--- src/rtl/smbus_tmo_pkg.sv ---
package smbus_tmo_pkg;
  localparam int RELOAD_W = 12;

  typedef struct packed {
    logic runA;
    logic clrA;
    logic idleSel;
    logic runB;
    logic clrB;
  } tmoStrobes_t;
endpackage

--- src/rtl/smbus_tmo_cnt.sv ---
module smbus_tmo_cnt #(
  parameter int DIV_LONG  = 2048,
  parameter int DIV_SHORT = 4,
  parameter int RELOAD_W  = 12
) (
  input  logic                clk,
  input  logic                rstN,
  input  logic                run,
  input  logic                clr,
  input  logic                shortSel,
  input  logic [RELOAD_W-1:0] reload,
  output logic                expire,
  output logic [RELOAD_W-1:0] unitCnt
);
  localparam int PRE_W = (DIV_LONG > 1) ? $clog2(DIV_LONG) : 1;
  localparam logic [PRE_W-1:0] LAST_LONG  = PRE_W'(DIV_LONG - 1);
  localparam logic [PRE_W-1:0] LAST_SHORT = PRE_W'(DIV_SHORT - 1);

  logic [PRE_W-1:0] preCnt;
  logic [PRE_W-1:0] preLast;
  logic             wrap;

  always_comb begin
    preLast = shortSel ? LAST_SHORT : LAST_LONG;
    wrap    = run && !clr && (preCnt == preLast);
    expire  = wrap && (unitCnt == reload);
  end

  always_ff @(posedge clk) begin
    if (!rstN || clr) begin
      preCnt  <= '0;
      unitCnt <= '0;
    end else if (run) begin
      if (wrap) begin
        preCnt  <= '0;
        unitCnt <= expire ? '0 : unitCnt + 1'b1;
      end else begin
        preCnt <= preCnt + 1'b1;
      end
    end
  end
endmodule

--- src/rtl/smbus_tmo_datapath.sv ---
module smbus_tmo_datapath
  import smbus_tmo_pkg::*;
#(
  parameter int LOW_DIV  = 2048,
  parameter int IDLE_DIV = 4
) (
  input  logic                clk,
  input  logic                rstN,
  input  tmoStrobes_t         strobes,
  input  logic [RELOAD_W-1:0] reloadA,
  input  logic [RELOAD_W-1:0] reloadB,
  output logic                expA,
  output logic                expB,
  output logic [RELOAD_W-1:0] unitA,
  output logic [RELOAD_W-1:0] unitB
);
  smbus_tmo_cnt #(
    .DIV_LONG (LOW_DIV),
    .DIV_SHORT(IDLE_DIV),
    .RELOAD_W (RELOAD_W)
  ) u_cntPrimary (
    .clk     (clk),
    .rstN    (rstN),
    .run     (strobes.runA),
    .clr     (strobes.clrA),
    .shortSel(strobes.idleSel),
    .reload  (reloadA),
    .expire  (expA),
    .unitCnt (unitA)
  );

  smbus_tmo_cnt #(
    .DIV_LONG (LOW_DIV),
    .DIV_SHORT(LOW_DIV),
    .RELOAD_W (RELOAD_W)
  ) u_cntCumul (
    .clk     (clk),
    .rstN    (rstN),
    .run     (strobes.runB),
    .clr     (strobes.clrB),
    .shortSel(1'b0),
    .reload  (reloadB),
    .expire  (expB),
    .unitCnt (unitB)
  );
endmodule

--- src/rtl/smbus_tmo_ctrl.sv ---
module smbus_tmo_ctrl
  import smbus_tmo_pkg::*;
(
  input  logic                clk,
  input  logic                rstN,
  input  logic                sclLevel,
  input  logic                sdaLevel,
  input  logic                startDet,
  input  logic                stopDet,
  input  logic                ownStretch,
  input  logic                cfgWrA,
  input  logic [RELOAD_W-1:0] cfgReloadA,
  input  logic                cfgIdleMode,
  input  logic                cfgWrB,
  input  logic [RELOAD_W-1:0] cfgReloadB,
  input  logic                ctlWr,
  input  logic                enPrimaryIn,
  input  logic                enCumulIn,
  input  logic                flagClr,
  input  logic                expA,
  input  logic                expB,
  output tmoStrobes_t         strobes,
  output logic [RELOAD_W-1:0] reloadA,
  output logic [RELOAD_W-1:0] reloadB,
  output logic                idleMode,
  output logic                enPrimary,
  output logic                enCumul,
  output logic                timeoutFlag
);
  logic condA;
  logic xferEdge;

  always_ff @(posedge clk) begin
    if (!rstN) begin
      reloadA   <= '0;
      reloadB   <= '0;
      idleMode  <= 1'b0;
      enPrimary <= 1'b0;
      enCumul   <= 1'b0;
    end else begin
      if (cfgWrA && !enPrimary) begin
        reloadA  <= cfgReloadA;
        idleMode <= cfgIdleMode;
      end
      if (cfgWrB && !enCumul) begin
        reloadB <= cfgReloadB;
      end
      if (ctlWr) begin
        enPrimary <= enPrimaryIn;
        enCumul   <= enCumulIn;
      end
    end
  end

  always_comb begin
    condA    = idleMode ? (sclLevel && sdaLevel) : !sclLevel;
    xferEdge = startDet || stopDet;
    strobes.runA    = enPrimary && condA;
    strobes.clrA    = !(enPrimary && condA);
    strobes.idleSel = idleMode;
    strobes.runB    = enCumul && ownStretch && !xferEdge;
    strobes.clrB    = !enCumul || xferEdge;
  end

  always_ff @(posedge clk) begin
    if (!rstN) begin
      timeoutFlag <= 1'b0;
    end else if (expA || expB) begin
      timeoutFlag <= 1'b1;
    end else if (flagClr) begin
      timeoutFlag <= 1'b0;
    end
  end
endmodule

--- src/rtl/smbus_timeout_mon.sv ---
module smbus_timeout_mon
  import smbus_tmo_pkg::*;
#(
  parameter int LOW_DIV  = 2048,
  parameter int IDLE_DIV = 4
) (
  input  logic                clk,
  input  logic                rstN,
  input  logic                sclLevel,
  input  logic                sdaLevel,
  input  logic                startDet,
  input  logic                stopDet,
  input  logic                ownStretch,
  input  logic                cfgWrA,
  input  logic [RELOAD_W-1:0] cfgReloadA,
  input  logic                cfgIdleMode,
  input  logic                cfgWrB,
  input  logic [RELOAD_W-1:0] cfgReloadB,
  input  logic                ctlWr,
  input  logic                enPrimaryIn,
  input  logic                enCumulIn,
  input  logic                flagClr,
  output logic                timeoutFlag
);
  tmoStrobes_t         strobes;
  logic [RELOAD_W-1:0] reloadA;
  logic [RELOAD_W-1:0] reloadB;
  logic [RELOAD_W-1:0] unitA;
  logic [RELOAD_W-1:0] unitB;
  logic                idleMode;
  logic                enPrimary;
  logic                enCumul;
  logic                expA;
  logic                expB;

  smbus_tmo_ctrl u_ctrl (
    .clk        (clk),
    .rstN       (rstN),
    .sclLevel   (sclLevel),
    .sdaLevel   (sdaLevel),
    .startDet   (startDet),
    .stopDet    (stopDet),
    .ownStretch (ownStretch),
    .cfgWrA     (cfgWrA),
    .cfgReloadA (cfgReloadA),
    .cfgIdleMode(cfgIdleMode),
    .cfgWrB     (cfgWrB),
    .cfgReloadB (cfgReloadB),
    .ctlWr      (ctlWr),
    .enPrimaryIn(enPrimaryIn),
    .enCumulIn  (enCumulIn),
    .flagClr    (flagClr),
    .expA       (expA),
    .expB       (expB),
    .strobes    (strobes),
    .reloadA    (reloadA),
    .reloadB    (reloadB),
    .idleMode   (idleMode),
    .enPrimary  (enPrimary),
    .enCumul    (enCumul),
    .timeoutFlag(timeoutFlag)
  );

  smbus_tmo_datapath #(
    .LOW_DIV (LOW_DIV),
    .IDLE_DIV(IDLE_DIV)
  ) u_dp (
    .clk    (clk),
    .rstN   (rstN),
    .strobes(strobes),
    .reloadA(reloadA),
    .reloadB(reloadB),
    .expA   (expA),
    .expB   (expB),
    .unitA  (unitA),
    .unitB  (unitB)
  );
endmodule

--- config.mk ---
export PLATFORM = sky130hd
export DESIGN_NAME = smbus_timeout_mon
export DESIGN_NICKNAME = d
export VERILOG_FILES = /design/src/rtl/smbus_tmo_pkg.sv /design/src/rtl/smbus_tmo_cnt.sv /design/src/rtl/smbus_tmo_datapath.sv /design/src/rtl/smbus_tmo_ctrl.sv /design/src/rtl/smbus_timeout_mon.sv
export SDC_FILE = /design/constraint.sdc
export NUM_CORES = 1
export LEC_CHECK = 0
export ABC_AREA = 1
export BUFFER_PORTS_ARGS = -buffer_cell sky130_fd_sc_hd__buf_2
export CORE_MARGIN = 2
export CORE_UTILIZATION = 45
export DETAILED_ROUTE_END_ITERATION = 12
export GPL_TIMING_DRIVEN = 0
export REMOVE_ABC_BUFFERS = 1
export SETUP_SLACK_MARGIN = 0.2
export SYNTH_ARGS = -nofsm -noshare
export SYNTH_HDL_FRONTEND = slang
export SYNTH_SLANG_ARGS = --single-unit
export TNS_END_PERCENT = 50
--- constraint.sdc ---
create_clock -name clk -period 3.1 [get_ports clk]
set_clock_uncertainty 0.15 [all_clocks]
set_input_delay 0.465 -clock clk [delete_from_list [all_inputs] [get_ports clk]]
set_output_delay 0.465 -clock clk [all_outputs]
set_load 0.02 [all_outputs]
==> impl_results.md <==
- Met3 Use GR: 0.03994
- Reg-to-Reg Start: u_dp.u_cntCumul.preCnt[0]$_SDFFE_PP0P_
- Data required time of the worst path: 3.19 ns
- Hold Path Class: input port to flop
- Layer with the highest usage: met2
- Pin count of the biggest net entering global routing: 30
- Flops & latches, synth: 74
- Most common cell after layout, fill and taps aside: nand2_1
- Vias per std cell: 4.859
- WL per Instance: 11.32 µm
- I/O pin cnt: 39
- Final Hold Violating Endpoints: 0
- # fillers: 846
- DRC viols: 0
- Gr ovfl total: 0
- Min cycle time layout: 2.176 ns
- CTS clk-pin slew, worst paths: 0.08 ns
- Root Driver: clkbuf_8
- Syn Std Cell Area: 3817 µm²
- Die ar.: 9236 µm²
- Total global-route track usage: 0.1894
- Chip width: just under 100 µm
- Startpoint of the worst hold path: cfgReloadA[11]
- Worst Hold Depth: 3
- CP Class: flop to flop
- Core ar.: 8217 µm²
- Slew @ Worst Pin: 0.6608 ns
- CTS tree: yes
- Final Cycle Share: 0.7018
- Syn Area/Cell: 6.721 µm²
- Critical path peak fanout: 22
- Final core utilization: 0.5153
- Startpoint Class: flop
- Area growth from synthesis to layout: 10.91%
- Reg2reg end: u_dp.u_cntCumul.unitCnt[10]$_SDFFE_PP0P_
- Slew margin rel.: 0.5584
- Die height: 96.11 µm
- Detailed-route via count: between 3,000 and 4,000
- Grt met2 use: 0.3137
- Area occupied by multi-input gates: 1967 µm²
- Initial antenna violation count: 0
- Peak Freq: 459.6 MHz
- CTS H-tree depth: 3
- Final instance area: 4234 µm²
- Commonest cells after routing, fill and taps aside: nand2_1, nor2_1, inv_1, dfxtp_1, nand3_1
- First-pass GRT wire length: 13.63 mm
- 1st-iter DRT viols: 97
- Clk sink count: 74
- Via count of the first global-routing pass: 3,096
- Max Cap Viol: 0
- Reg2Reg Depth: 8
- Port Buffers: 38
- Gpl congestion: 0.8029
- Num CTS Buffers: 9
- Worst-Skew Late Latency: 0.35 ns
- Setup violations, final: 0
- Ys Warns: 0
- Register area: 1481 µm²
- Critical Path AT: 2.26 ns
- Met1 GRT Util: 0.2417
- TNS Setup: 0 ns
- DP HPWL: 5.769 mm
- N_diodes: 0
- Slew Limit Fails: 0
- Routed Antenna Nets: 0
- Leak: 1.737 nW
- Synth unique cells: 35
- WHS: around 0.19 ns
- Fin cells: a little over 700
- Sequential area share after synthesis: 0.3881
- PD cells: 445.6 nW/µm²
- Layout cell share with drive strength beyond 1: 0.1164
- Total routed wirelength: roughly 8 mm
- Post-Syn Instances: roughly 570
- Post-Place Cell Area: 4055 µm²
- Hold_buf cts: 0
- Starting Density: 0.4646
- Drt pass-1 iters: 4
- Worst ir drop on vdd: 0.2925 mV
- Nets@finish: 647
- CP Capture Type: flop
- Worst reg2reg setup slack: approximately 0.92 ns
- Cells after DPL: 699
- RSZ-0062 raised after global routing: no
- CTS Buffer Depth: 2
- Worst hold path endpoint: u_ctrl.reloadA[11]$_SDFFE_PN0P_
- Post-CTS sizing: 0
- Total setup buffers inserted after CTS: 0
- Outcome: complete, no violations
- Row count: 33
==> area by class of cell <==
cell class | instances | share of cell area
clock buffers | 13 | 0.03280
clock inverters | 3 | 0.009456
inverters | 76 | 0.06738
multi-input cells | 406 | 0.4645
flip-flops and latches | 74 | 0.3499
well taps | 105 | 0.03103
repair buffers | 38 | 0.04492
==> worst max path at each step <==
stage,from,endpoint,slack (ns),depth (start not counted)
2_1_floorplan,u_dp.u_cntCumul.preCnt[0]$_SDFFE_PP0P_,u_dp.u_cntCumul.unitCnt[10]$_SDFFE_PP0P_,1.30,8
3_3_place_gp,rstN,u_dp.u_cntPrimary.preCnt[10]$_SDFFE_PP0P_,0.72,7
3_5_place_dp,rstN,u_dp.u_cntPrimary.preCnt[10]$_SDFFE_PP0P_,0.68,7
4_1_cts,u_dp.u_cntCumul.preCnt[0]$_SDFFE_PP0P_,u_dp.u_cntCumul.unitCnt[6]$_SDFFE_PP0P_,0.92,8
5_1_grt,u_dp.u_cntCumul.preCnt[0]$_SDFFE_PP0P_,u_dp.u_cntCumul.unitCnt[6]$_SDFFE_PP0P_,0.70,8
6_report,u_dp.u_cntCumul.preCnt[0]$_SDFFE_PP0P_,u_dp.u_cntCumul.unitCnt[10]$_SDFFE_PP0P_,0.92,8
==> worst max-delay path, cell delays in order, from the launching register on <==
cell	delay, ns
dfxtp_1	0.38
ha_1	0.20
nand3_1	0.12
nor2_4	0.13
nand3_4	0.09
nor2_4	0.42
nand3_2	0.29
nand2_1	0.21
nor2_1	0.06
==> per-stage QoR <==
step | setup slack, ns | power [mW]
6_report | 0.9243 | 1.887
5_1_grt | 0.7024 | 1.980
3_5_place_dp | 0.6839 | 1.183
3_3_place_gp | 0.7187 | 1.179
2_1_floorplan | 1.297 | 1.123
4_1_cts | 0.9191 | 1.904
==> kinds of logic (layout without fill, tap and decap cells) <==
logic type / count (synthesis) / after routing / synth area share
AOI/OAI and AO/OA: 74 / 74 / 0.1006
xor gates and xnor gates: 19 / 19 / 0.04359
adders and majority gates: 4 / 4 / 0.01311
buffers and inverters: 88 / 130 / 0.09669
DFF: 74 / 74 / 0.3881
and+or+nand+nor: 309 / 309 / 0.3579
==> cells in the mapped netlist <==
cell | count | area share
nor2_2 | 3 | 0.0049
a211oi_1 | 2 | 0.0039
buf_4 | 1 | 0.0020
nand3_2 | 4 | 0.010
nor2_4 | 4 | 0.012
a31oi_1 | 1 | 0.0016
a21oi_2 | 1 | 0.0023
nand3b_1 | 3 | 0.0059
and2_1 | 1 | 0.0016
o21ai_1 | 2 | 0.0026
nand2_1 | 125 | 0.12
o22ai_1 | 1 | 0.0016
nand2_2 | 4 | 0.0066
inv_1 | 74 | 0.073
buf_12 | 1 | 0.0052
clkbuf_1 | 8 | 0.0079
nor2_1 | 100 | 0.098
dfxtp_1 | 74 | 0.39
nand3_4 | 1 | 0.0046
a21oi_1 | 32 | 0.042
or2_0 | 1 | 0.0016
nand3_1 | 45 | 0.059
xnor2_1 | 14 | 0.032
nor4_1 | 1 | 0.0016
buf_8 | 1 | 0.0039
ha_1 | 4 | 0.013
inv_2 | 2 | 0.0020
o21bai_1 | 1 | 0.0020
nor3_2 | 1 | 0.0026
nand2_4 | 1 | 0.0029
buf_6 | 1 | 0.0029
o21ai_0 | 34 | 0.045
nor3_1 | 5 | 0.0066
xor2_1 | 5 | 0.011
nand4_1 | 10 | 0.016
==> sequential cells by signal, indices dropped and copies added, names as in the netlist <==
name	flops
u_ctrl.reloadB	12
u_dp.u_cntPrimary.unitCnt	12
u_ctrl.reloadA	12
u_dp.u_cntCumul.preCnt	11
u_ctrl.enPrimary	1
u_dp.u_cntCumul.unitCnt	12
u_dp.u_cntPrimary.preCnt	11
u_ctrl.timeoutFlag	1
u_ctrl.enCumul	1
u_ctrl.idleMode	1
==> power by group <==
part	switching (mW)	total (mW)	internal [mW]
clock	0.356	0.727	0.371
combinational	0.0994	0.162	0.0627
sequential	0.0182	0.997	0.979
total	0.473	1.89	1.41
==> layer usage <==
metal  share of wire  up-vias  wire (µm)
met5               0        -          0
met4           0.014        0        110
met3           0.020        8        160
met2            0.47       31       3802
met1            0.50     1570       4024
li1                -     1865          -
Note: power is estimated with default switching activity, not from simulation.
